### config.mk
export PLATFORM = sky130hd
export DESIGN_NAME = rxpg_ring
export DESIGN_NICKNAME = d
export VERILOG_FILES = /design/src/rtl/rxpg_pkg.sv /design/src/rtl/rxpg_alloc.sv /design/src/rtl/rxpg_fifo.sv /design/src/rtl/rxpg_tx.sv /design/src/rtl/rxpg_ring.sv
export SDC_FILE = /design/constraint.sdc
export NUM_CORES = 1
export LEC_CHECK = 0
export ABC_AREA = 1
export BUFFER_PORTS_ARGS = -buffer_cell sky130_fd_sc_hd__buf_2
export CORE_MARGIN = 2
export CORE_UTILIZATION = 45
export DETAILED_ROUTE_END_ITERATION = 12
export GPL_ROUTABILITY_DRIVEN = 1
export SYNTH_ARGS = -nofsm -noshare
export SYNTH_HDL_FRONTEND = slang
export SYNTH_SLANG_ARGS = --single-unit
### constraint.sdc
create_clock -name clk_i -period 4.9 [get_ports clk_i]
set_input_delay 0.98 -clock clk_i [delete_from_list [all_inputs] [get_ports clk_i]]
set_output_delay 0.98 -clock clk_i [all_outputs]
set_load 0.1 [all_outputs]
### src/rtl/rxpg_pkg.sv
package rxpg_pkg;
  localparam int PAGE_W = 5;
  localparam int OFF_W  = 8;
  localparam int CNT_W  = 3;
  localparam int LEN_W  = 11;
  localparam int HDR_B  = 4;

  typedef enum logic [3:0] {
    CMD_NOP     = 4'h0,
    CMD_RELEASE = 4'h1,
    CMD_XMIT    = 4'h2,
    CMD_TXACK   = 4'h3
  } cmd_e;
endpackage

### src/rtl/rxpg_alloc.sv
module rxpg_alloc #(
  parameter int PAGE_W = rxpg_pkg::PAGE_W,
  parameter int OFF_W  = rxpg_pkg::OFF_W,
  parameter int CNT_W  = rxpg_pkg::CNT_W,
  parameter int LEN_W  = rxpg_pkg::LEN_W,
  parameter int HDR_B  = rxpg_pkg::HDR_B,
  localparam int ADDR_W = PAGE_W + OFF_W,
  localparam int NEED_W = LEN_W + 1
) (
  input  logic              clk_i,
  input  logic              rst_ni,
  input  logic [PAGE_W-1:0] part_i,
  input  logic              start_i,
  input  logic [LEN_W-1:0]  len_i,
  input  logic              byte_i,
  input  logic              end_i,
  input  logic              rel_i,
  input  logic [CNT_W-1:0]  rel_cnt_i,
  output logic              push_o,
  output logic [CNT_W-1:0]  push_cnt_o,
  output logic              missed_o,
  output logic              mem_we_o,
  output logic [ADDR_W-1:0] mem_addr_o,
  output logic [PAGE_W-1:0] rd_page_o
);
  localparam int MAX_CNT = (1 << CNT_W) - 1;
  localparam int ROUND   = HDR_B + (1 << OFF_W) - 1;

  logic [PAGE_W-1:0] wr_q, rd_q, cur_pg_q;
  logic [OFF_W-1:0]  cur_off_q;
  logic [PAGE_W:0]   used_q, free_pg, add_pg, sub_pg;
  logic [CNT_W-1:0]  cnt_q;
  logic              active_q, missed_q;
  logic [NEED_W-1:0] need;
  logic              take, fits, accept;

  function automatic logic [PAGE_W-1:0] ring_add(input logic [PAGE_W-1:0] p,
                                                 input logic [PAGE_W:0] n,
                                                 input logic [PAGE_W-1:0] lim);
    logic [PAGE_W+1:0] s;
    s = {2'b00, p} + {1'b0, n};
    if (s >= {2'b00, lim}) s = s - {2'b00, lim};
    return s[PAGE_W-1:0];
  endfunction

  // whole pages for header plus data
  assign need    = ({1'b0, len_i} + NEED_W'(ROUND)) >> OFF_W;
  assign free_pg = {1'b0, part_i} - used_q;
  assign take    = start_i && !active_q;
  assign fits    = (need <= NEED_W'(MAX_CNT)) && (need <= NEED_W'(free_pg));
  assign accept  = take && fits;
  assign add_pg  = accept ? need[PAGE_W:0] : '0;
  assign sub_pg  = rel_i ? (PAGE_W+1)'(rel_cnt_i) : '0;

  always_ff @(posedge clk_i or negedge rst_ni) begin
    if (!rst_ni) begin
      wr_q      <= '0;
      rd_q      <= '0;
      cur_pg_q  <= '0;
      cur_off_q <= '0;
      used_q    <= '0;
      cnt_q     <= '0;
      active_q  <= 1'b0;
      missed_q  <= 1'b0;
    end else begin
      missed_q <= take && !fits;
      used_q   <= used_q + add_pg - sub_pg;
      if (rel_i) rd_q <= ring_add(rd_q, sub_pg, part_i);
      if (accept) begin
        active_q  <= 1'b1;
        cur_pg_q  <= wr_q;
        cur_off_q <= OFF_W'(HDR_B);
        cnt_q     <= need[CNT_W-1:0];
        wr_q      <= ring_add(wr_q, need[PAGE_W:0], part_i);
      end else if (active_q) begin
        if (byte_i) begin
          cur_off_q <= cur_off_q + 1'b1;
          if (&cur_off_q) cur_pg_q <= ring_add(cur_pg_q, (PAGE_W+1)'(1), part_i);
        end
        if (end_i) active_q <= 1'b0;
      end
    end
  end

  assign push_o     = active_q && end_i;
  assign push_cnt_o = cnt_q;
  assign missed_o   = missed_q;
  assign mem_we_o   = active_q && byte_i;
  assign mem_addr_o = {cur_pg_q, cur_off_q};
  assign rd_page_o  = rd_q;

  AST_WE_IN_RING: assert property (@(posedge clk_i) disable iff (!rst_ni)
    mem_we_o |-> (mem_addr_o[ADDR_W-1:OFF_W] < part_i));
  AST_USED_BOUND: assert property (@(posedge clk_i) disable iff (!rst_ni)
    used_q <= {1'b0, part_i});
  AST_MISS_AFTER_START: assert property (@(posedge clk_i) disable iff (!rst_ni)
    missed_o |-> $past(start_i));
  AST_EMPTY_ALIGN: assert property (@(posedge clk_i) disable iff (!rst_ni)
    (used_q == '0) |-> (rd_q == wr_q));
endmodule

### src/rtl/rxpg_fifo.sv
module rxpg_fifo #(
  parameter int W       = rxpg_pkg::CNT_W,
  parameter int DEPTH_W = rxpg_pkg::PAGE_W
) (
  input  logic         clk_i,
  input  logic         rst_ni,
  input  logic         push_i,
  input  logic [W-1:0] data_i,
  input  logic         pop_i,
  output logic [W-1:0] head_o,
  output logic         empty_o
);
  localparam int DEPTH = 1 << DEPTH_W;

  logic [W-1:0]       mem_q [DEPTH];
  logic [DEPTH_W-1:0] wp_q, rp_q;
  logic [DEPTH_W:0]   n_q;

  always_ff @(posedge clk_i or negedge rst_ni) begin
    if (!rst_ni) begin
      wp_q <= '0;
      rp_q <= '0;
      n_q  <= '0;
    end else begin
      if (push_i) wp_q <= wp_q + 1'b1;
      if (pop_i)  rp_q <= rp_q + 1'b1;
      n_q <= n_q + (DEPTH_W+1)'(push_i) - (DEPTH_W+1)'(pop_i);
    end
  end

  always_ff @(posedge clk_i) begin
    if (push_i) mem_q[wp_q] <= data_i;
  end

  assign head_o  = mem_q[rp_q];
  assign empty_o = (n_q == '0);

  AST_NO_OVERFLOW: assert property (@(posedge clk_i) disable iff (!rst_ni)
    push_i |-> (n_q < (DEPTH_W+1)'(DEPTH)));
  AST_POP_NONEMPTY: assert property (@(posedge clk_i) disable iff (!rst_ni)
    pop_i |-> (n_q != '0));
endmodule

### src/rtl/rxpg_tx.sv
module rxpg_tx #(
  parameter int PAGE_W = rxpg_pkg::PAGE_W
) (
  input  logic              clk_i,
  input  logic              rst_ni,
  input  logic              we_i,
  input  logic [7:0]        data_i,
  input  logic              go_i,
  input  logic              done_i,
  input  logic              ack_i,
  output logic              go_o,
  output logic [15:0]       len_o,
  output logic [PAGE_W-1:0] page_o,
  output logic              irq_o
);
  logic [1:0]        idx_q;
  logic [7:0]        hi_q, lo_q;
  logic [PAGE_W-1:0] pg_q;
  logic              go_q, irq_q;

  always_ff @(posedge clk_i or negedge rst_ni) begin
    if (!rst_ni) begin
      idx_q <= '0;
      hi_q  <= '0;
      lo_q  <= '0;
      pg_q  <= '0;
      go_q  <= 1'b0;
      irq_q <= 1'b0;
    end else begin
      if (we_i) begin
        case (idx_q)
          2'd0:    hi_q <= data_i;
          2'd1:    lo_q <= data_i;
          default: pg_q <= data_i[PAGE_W-1:0];
        endcase
        idx_q <= (idx_q == 2'd2) ? 2'd0 : idx_q + 1'b1;
      end
      go_q <= go_i;
      if (done_i)     irq_q <= 1'b1;
      else if (ack_i) irq_q <= 1'b0;
    end
  end

  assign go_o   = go_q;
  assign len_o  = {hi_q, lo_q};
  assign page_o = pg_q;
  assign irq_o  = irq_q;

  AST_GO_FROM_CMD: assert property (@(posedge clk_i) disable iff (!rst_ni)
    go_o |-> $past(go_i));
  AST_IRQ_SET: assert property (@(posedge clk_i) disable iff (!rst_ni)
    done_i |=> irq_o);
  AST_IRQ_CLR: assert property (@(posedge clk_i) disable iff (!rst_ni)
    (ack_i && !done_i) |=> !irq_o);
endmodule

### src/rtl/rxpg_ring.sv
module rxpg_ring
  import rxpg_pkg::*;
#(
  parameter int P_W = rxpg_pkg::PAGE_W,
  parameter int O_W = rxpg_pkg::OFF_W,
  parameter int C_W = rxpg_pkg::CNT_W,
  parameter int L_W = rxpg_pkg::LEN_W,
  localparam int A_W = P_W + O_W
) (
  input  logic           clk_i,
  input  logic           rst_ni,
  input  logic [P_W-1:0] part_page_i,
  input  logic           rx_start_i,
  input  logic [L_W-1:0] rx_len_i,
  input  logic           rx_byte_i,
  input  logic           rx_end_i,
  output logic           mem_we_o,
  output logic [A_W-1:0] mem_addr_o,
  output logic           missed_o,
  input  logic           cmd_we_i,
  input  logic [3:0]     cmd_i,
  output logic [C_W+P_W-1:0] desc_o,
  output logic           rx_irq_o,
  input  logic           txd_we_i,
  input  logic [7:0]     txd_i,
  input  logic           tx_done_i,
  output logic           tx_go_o,
  output logic [15:0]    tx_len_o,
  output logic [P_W-1:0] tx_page_o,
  output logic           tx_irq_o
);
  logic           push, empty, rel;
  logic [C_W-1:0] push_cnt, head;
  logic [P_W-1:0] rd_page;

  assign rel = cmd_we_i && (cmd_i == CMD_RELEASE) && !empty;

  rxpg_alloc #(.PAGE_W(P_W), .OFF_W(O_W), .CNT_W(C_W), .LEN_W(L_W)) u_alloc (
    .clk_i, .rst_ni,
    .part_i    (part_page_i),
    .start_i   (rx_start_i),
    .len_i     (rx_len_i),
    .byte_i    (rx_byte_i),
    .end_i     (rx_end_i),
    .rel_i     (rel),
    .rel_cnt_i (head),
    .push_o    (push),
    .push_cnt_o(push_cnt),
    .missed_o  (missed_o),
    .mem_we_o  (mem_we_o),
    .mem_addr_o(mem_addr_o),
    .rd_page_o (rd_page)
  );

  rxpg_fifo #(.W(C_W), .DEPTH_W(P_W)) u_fifo (
    .clk_i, .rst_ni,
    .push_i (push),
    .data_i (push_cnt),
    .pop_i  (rel),
    .head_o (head),
    .empty_o(empty)
  );

  rxpg_tx #(.PAGE_W(P_W)) u_tx (
    .clk_i, .rst_ni,
    .we_i  (txd_we_i),
    .data_i(txd_i),
    .go_i  (cmd_we_i && (cmd_i == CMD_XMIT)),
    .done_i(tx_done_i),
    .ack_i (cmd_we_i && (cmd_i == CMD_TXACK)),
    .go_o  (tx_go_o),
    .len_o (tx_len_o),
    .page_o(tx_page_o),
    .irq_o (tx_irq_o)
  );

  assign rx_irq_o = !empty;
  assign desc_o   = {(empty ? '0 : head), rd_page};

  AST_IRQ_AFTER_PUSH: assert property (@(posedge clk_i) disable iff (!rst_ni)
    push |=> rx_irq_o);
endmodule

* Word-level counts from Yosys, hierarchy flattened
Memories as Yosys holds them, arrays and structs flattened.
Index checks and enable logic that the tools add are counted.
Widths: inputs -> output; s select.
** Cells by class
- $add $sub $neg :: 16
- Order comparisons :: 5
- Eq/ne operators :: 5
- Multiplexer cells :: 21
- Bitwise gates (word level) :: 1
- Reductions and logical operators :: 26
** Operator list (count)
- $mux 5 :: 7
- $mux 8 :: 3
- $sub 5x5->5 :: 3
- $add 11x9->12 const B :: 1
- $ge 6x5->1 :: 2
- $add 5x1->5 const B :: 2
- $logic_and 1x1->1 :: 10
- $add 8x1->8 const B :: 1
- $eq 4x2->1 const B :: 2
- $reduce_and 2->1 :: 4
- $reduce_and 8->1 :: 1
- $reduce_bool 2->1 :: 4
- $ge 7x5->1 :: 1
- $mux 1 :: 7
- $add 5x1->6 const B :: 1
- $add 5x3->6 :: 1
- $add 5x4->6 :: 1
- $add 6x1->6 :: 1
- $add 6x6->6 :: 1
- $le 4x6->1 :: 1
- $logic_not 6->1 :: 1
- $mux 3 :: 2
- $sub 5x6->6 :: 1
- $sub 6x1->6 :: 1
- 13 further kinds :: 15
** Word-level totals
- Bits in registers :: 75
- Bits in writable memories :: 96
- Input port bits :: 36
- Word-level logic and storage cells :: 92
- Memories kept :: 1
** Memories
- u_fifo.mem_q :: depth 32, width 3, rd ports 1, clocked after memory_dff 0, write ports 1, line rxpg_fifo.sv:15 : logic [W-1:0] mem_q [DEPTH];

* Logic depth before layout (Yosys ltp)
- Depth after elaboration :: 7
- Depth in mapped cells :: 26

* Hierarchy
A second synthesis with hierarchy kept.
** Unflattened totals
- Cell total of the unflattened synthesis :: 1068
- Area total of the unflattened synthesis :: 9484.1 um2
** Modules (own cells, without submodules)
- rxpg_fifo :: instances 1, cells an instance 505, area an instance 5139.9 um2, sequential area each 3283.1 um2
- rxpg_alloc :: instances 1, cells an instance 440, area an instance 3246.9 um2, sequential area each 850.8 um2
- rxpg_tx :: instances 1, cells an instance 103, area an instance 1017.2 um2, sequential area each 625.6 um2
- rxpg_ring :: instances 1, cells an instance 20, area an instance 80.1 um2, sequential area each 0.0 um2

* Worst setup path before layout
Ideal clock, no wire load.
- Path kind :: flip-flop to flip-flop
- Start :: reg u_fifo.n_q[2]
- End :: reg u_alloc.rd_q[2], in the netlist u_alloc.rd_page_o[2]
- Data arrival time :: 4.145 ns
- Data required time :: 4.776 ns
- Path slack :: 0.631 ns
- Cell stages (with the launch flop) :: 16
- Path buffers :: 1
- Clock period less this slack :: 4.269 ns
- Cells stage by stage :: dfrtp_1 inv_1 ha_1 nand4_1 nand3_1 buf_2 nor2_1 ha_1 fa_1 fa_1 nand3_1 nand3_1 nand2_1 nand2_1 o211ai_1 nand2_1
** Between the ends
- Longest elaborated chain between the ends :: 7
- Elaborated cells on any way between the ends :: 8
- Those cells by class :: 2 x add/sub; 1 x order compare; 2 x mux; 3 x reduce/logical
** RTL lines
- from (decl) :: line rxpg_fifo.sv:17 : logic [DEPTH_W:0] n_q;
- from (signal assigned) :: line rxpg_fifo.sv:27 : n_q <= n_q + (DEPTH_W+1)'(push_i) - (DEPTH_W+1)'(pop_i);
- $logic_not 6->1 * :: line rxpg_fifo.sv:36 : assign empty_o = (n_q == '0);
- $logic_not 1->1 *
- named net rx_irq_o :: line rxpg_ring.sv:23 : output logic rx_irq_o,
- $logic_and 1x1->1 * :: line rxpg_ring.sv:36 : assign rel = cmd_we_i && (cmd_i == CMD_RELEASE) && !empty;
- $mux 3 :: line rxpg_alloc.sv:53 : assign sub_pg = rel_i ? (PAGE_W+1)'(rel_cnt_i) : '0;
- $add 5x3->6 :: line rxpg_alloc.sv:41 : s = {2'b00, p} + {1'b0, n};
- $ge 7x5->1 / $sub 5x5->5 (equally long branches) :: line rxpg_alloc.sv:42 : if (s >= {2'b00, lim}) s = s - {2'b00, lim};
- $mux 5 :: line rxpg_alloc.sv:42
- to (signal assigned) :: line rxpg_alloc.sv:68 : if (rel_i) rd_q <= ring_add(rd_q, sub_pg, part_i);
- to (decl) :: line rxpg_alloc.sv:29 : logic [PAGE_W-1:0] wr_q, rd_q, cur_pg_q;
The timed path passes the listed nets; every way through them passes the cells marked *.
A chain may end at the register's enable or synchronous reset.

* Final worst setup path
- Start :: reg u_fifo.rp_q[1]
- End :: reg u_alloc.rd_q[2], in the netlist u_alloc.rd_page_o[2]
** Between the ends
- Longest elaborated chain between the ends :: 5
- Elaborated cells on any way between the ends :: 6
- Those cells by class :: 2 x add/sub; 1 x order compare; 2 x mux; 1 x memory
** RTL lines
- from (decl) :: line rxpg_fifo.sv:16 : logic [DEPTH_W-1:0] wp_q, rp_q;
- from (signal assigned) :: line rxpg_fifo.sv:26 : if (pop_i) rp_q <= rp_q + 1'b1;
- $mem_v2 32x3 *
- $mux 3 * :: line rxpg_alloc.sv:53
- $add 5x3->6 * :: line rxpg_alloc.sv:41
- $ge 7x5->1 / $sub 5x5->5 (equally long branches) :: line rxpg_alloc.sv:42
- $mux 5 * :: line rxpg_alloc.sv:42
Mark *: on every way between the ends. The rest lies on a longest branch, timed or not.

==> reports/qor.json <==
{
  "run_status": "complete, no violations",
  "grt_antenna_before_repair": 1,
  "finalMaxSlewViolations": 0,
  "cts.sink_count": 171,
  "wire_per_inst_um": 14.8,
  "synth_fa_ha_area_frac": 0.0966,
  "finClkSkew_ns": 0.00982,
  "yosysSeqAreaShare": 0.532,
  "worstPathMaxFanout": 17,
  "number_of_buffers_created_by_cts": 17,
  "routability_congestion_estimate_from_global_placement": 0.831,
  "synth_area_per_cell_um2": 9.68,
  "die_w_um": 145,
  "synth_compound_area_frac": 0.0880,
  "worst_margin_pin_slew_ns": 0.579,
  "worst_skew_pair.late_latency_ns": 0.43,
  "grt.total_usage": 0.191,
  "place.port_buffers": 82,
  "ys_async_sr_fraction": 0.439,
  "drv.max_cap_violation_count": 0,
  "die-height_um": 145,
  "nNetsFinal": 1118,
  "timing.final.crit_period_ns": 4.23,
  "site_row_count": 51,
  "floorplan_core_area_um2": 19500,
  "synth.top_cells.by_area": "sky130_fd_sc_hd__edfxtp_1, sky130_fd_sc_hd__dfrtp_1, sky130_fd_sc_hd__ha_1, sky130_fd_sc_hd__nand2_1, sky130_fd_sc_hd__nor2_1",
  "synthSimpleGateAreaFrac": 0.185,
  "yosys_warnings": 0,
  "worstHoldPathCells": 2,
  "cell_area_after_synthesis_um2": 8940,
  "clk_pin_slew_worst_paths_ns": 0.07,
  "cts.repair_timing.setup_buffer_count": 0,
  "r2r.worst_path.cells": 19,
  "rsz0062_at_grt": "false",
  "synth_ff_type": "sky130_fd_sc_hd__edfxtp_1",
  "count_of_endpoints_failing_setup_in_the_final_report": 0,
  "critical_path.startpoint_type": "register",
  "tritoncts": "built",
  "worstPathArrival_ns": 4.54,
  "synth_enable_flop_cells": 96,
  "die_area_um2": 21000,
  "place_hpwl_um": 13900,
  "post_route_fraction_of_the_period_consumed_by_the_critical_path": 0.863,
  "routed-via-count": 6562,
  "criticalPathCategory": "reg -> reg",
  "relSlewSlack": 0.613,
  "cts_root_buf": "sky130_fd_sc_hd__clkbuf_16",
  "grt_pass1_vias": 6457,
  "drt-initial-drc-count": 455,
  "cts.repair.resized": 0,
  "mappedNetlistNets": 1022,
  "grt.overflow.total": 0,
  "antenna_violating_nets_post_route": 0,
  "boundaryPins": 83,
  "cts-htree-levels": 4,
  "cts_hold_buffers": 0,
  "synth.ff_latch_count": 171,
  "drt-vias-per-instance": 5.06,
  "num_antenna_cells": 0,
  "cell_type_with_the_largest_total_area_after_synthesis": "sky130_fd_sc_hd__edfxtp_1",
  "crit_path_required_time_ns": 5.21,
  "grt_pass1_wl_um": 31900,
  "synth.mux.area_fraction": 0,
  "syn-instance-count": 923,
  "max-clock-path-buffers": 2,
  "max_clock_freq_ghz": 0.236,
  "drt_first_pass_iters": 5,
  "worst_setup_path_end_kind": "register",
  "final_hold_vios": 0,
  "grt_start_max_net_pins": 45,
  "synth_top_area_share": 0.323,
  "finalSetupTns_ns": 0,
  "drt-total-wl_um": 19300,
  "area_growth_syn_to_layout_pct": 15.4,
  "initial_core_util": 0.459,
  "synth_top_family_by_area": "simple AND/OR/NAND/NOR gates",
  "post_synth_xor_area_fraction": 0.0382,
  "post_synth_num_cell_types": 38,
  "hp-class": "reg -> reg",
  "remaining_drc_errors": 0,
  "drive_gt1_frac": 0.148
}
-- cells in the final DEF (no fill, tap or decap), types with 9 or more instances in the layout --
cell and count:
sky130_fd_sc_hd__a21oi_1 25, sky130_fd_sc_hd__dfrtp_1 75, sky130_fd_sc_hd__nand2_1 158, sky130_fd_sc_hd__buf_4 17, sky130_fd_sc_hd__fa_1 10, sky130_fd_sc_hd__o22ai_1 10
sky130_fd_sc_hd__nor2_1 109, sky130_fd_sc_hd__xnor2_1 9, sky130_fd_sc_hd__o21ai_0 78, sky130_fd_sc_hd__nand4_1 23, sky130_fd_sc_hd__nand3_1 66, sky130_fd_sc_hd__buf_2 81
sky130_fd_sc_hd__xor2_1 30, sky130_fd_sc_hd__clkbuf_16 18, sky130_fd_sc_hd__inv_1 105, sky130_fd_sc_hd__edfxtp_1 96, sky130_fd_sc_hd__ha_1 53, sky130_fd_sc_hd__o211ai_1 16
-- cell families (layout without fill, tap and decap cells) --
kind of cell	Yosys count	in the layout
buffers and inverters	133	242
xor gates and xnor gates	39	39
DFF	171	171
AOI/OAI and AO/OA	139	139
and+or+nand+nor	377	377
adders and majority gates	63	63
other	1	1
-- worst max-delay path, stage by stage, from the launching register on --
cell	delay, ns
sky130_fd_sc_hd__dfrtp_1	0.59
sky130_fd_sc_hd__inv_1	0.44
sky130_fd_sc_hd__o21ai_0	0.17
sky130_fd_sc_hd__o22ai_1	0.26
sky130_fd_sc_hd__nand2_1	0.09
sky130_fd_sc_hd__nand4_1	0.12
sky130_fd_sc_hd__nand2_1	0.12
sky130_fd_sc_hd__nor2_1	0.36
sky130_fd_sc_hd__ha_1	0.36
sky130_fd_sc_hd__nand3_1	0.10
sky130_fd_sc_hd__nand3_1	0.10
sky130_fd_sc_hd__xor2_1	0.15
sky130_fd_sc_hd__inv_1	0.08
sky130_fd_sc_hd__ha_1	0.33
sky130_fd_sc_hd__a21oi_1	0.21
sky130_fd_sc_hd__nand3_1	0.10
sky130_fd_sc_hd__nand2_1	0.08
sky130_fd_sc_hd__nand2_1	0.17
sky130_fd_sc_hd__o211ai_1	0.22
sky130_fd_sc_hd__nand2_1	0.07
-- routing by layer --
metal | share of wire | GRT usage
met5 | 0 | 0
met4 | 0.016 | 0.0569
met3 | 0.057 | 0.0437
met2 | 0.45 | 0.299
met1 | 0.48 | 0.267
-- final cells by class --
type,count,area [um^2]
inverters,111,417
clock inverters,12,130
flip-flops and latches,171,4760
clock buffers,20,478
repair buffers,99,553
well taps,265,332
multi-input cells,619,3650
fillers,1740,9150
-- metrics by stage --
step	utilization	area (um^2)	hold WS [ns]	std cells	setup slack, ns
after floorplan	-	8940	0.475	923	0.631
after global placement	0.499	9710	0.464	1265	0.423
after detailed placement	0.499	9710	0.470	1265	0.316
after CTS	0.530	10300	0.489	1297	0.720
after global routing	0.530	10300	0.507	1297	0.156
final	0.530	10300	0.482	1297	0.669
-- cells in the mapped netlist, types with 11 or more instances --
library cell / number
sky130_fd_sc_hd__xor2_1: 30
sky130_fd_sc_hd__nand3_1: 66
sky130_fd_sc_hd__nand2_1: 158
sky130_fd_sc_hd__edfxtp_1: 96
sky130_fd_sc_hd__nor2_1: 109
sky130_fd_sc_hd__nand4_1: 23
sky130_fd_sc_hd__inv_1: 105
sky130_fd_sc_hd__clkbuf_1: 11
sky130_fd_sc_hd__a21oi_1: 25
sky130_fd_sc_hd__o21ai_0: 78
sky130_fd_sc_hd__ha_1: 53
sky130_fd_sc_hd__o211ai_1: 16
sky130_fd_sc_hd__dfrtp_1: 75
-- flip-flops by register name, indices dropped and copies added (netlist names) --
name	flops
u_alloc.push_cnt_o	3
u_alloc.rd_page_o	5
u_fifo.n_q	6
u_tx.lo_q	8
u_alloc.cur_off_q	8
u_tx.page_o	5
u_tx.hi_q	8
u_alloc.cur_pg_q	5
u_tx.idx_q	2
u_alloc.used_q	6
u_alloc.wr_q	5
u_tx.go_o	1
u_fifo.wp_q	5
u_alloc.active_q	1
u_tx.irq_o	1
u_alloc.missed_o	1
u_fifo.mem_q	96
u_fifo.rp_q	5
-- path summary, 6_finish.rpt --
check | from | to | slack, ns
min | u_tx.page_o[3] | u_tx.page_o[3] | 0.48
max reg2reg | u_fifo.rp_q[1] | u_alloc.rd_page_o[2] | 0.67
min in group asynchronous | rst_ni | u_alloc.rd_page_o[4] | 0.50
max in group asynchronous | rst_ni | u_alloc.cur_off_q[5] | 3.48
min reg2reg | u_tx.page_o[3] | u_tx.page_o[3] | 0.48
max | u_fifo.rp_q[1] | u_alloc.rd_page_o[2] | 0.67
Power is left out: the tool's default activity adds up to more than one toggle a clock period on the data nets, which glitch-free logic cannot reach.
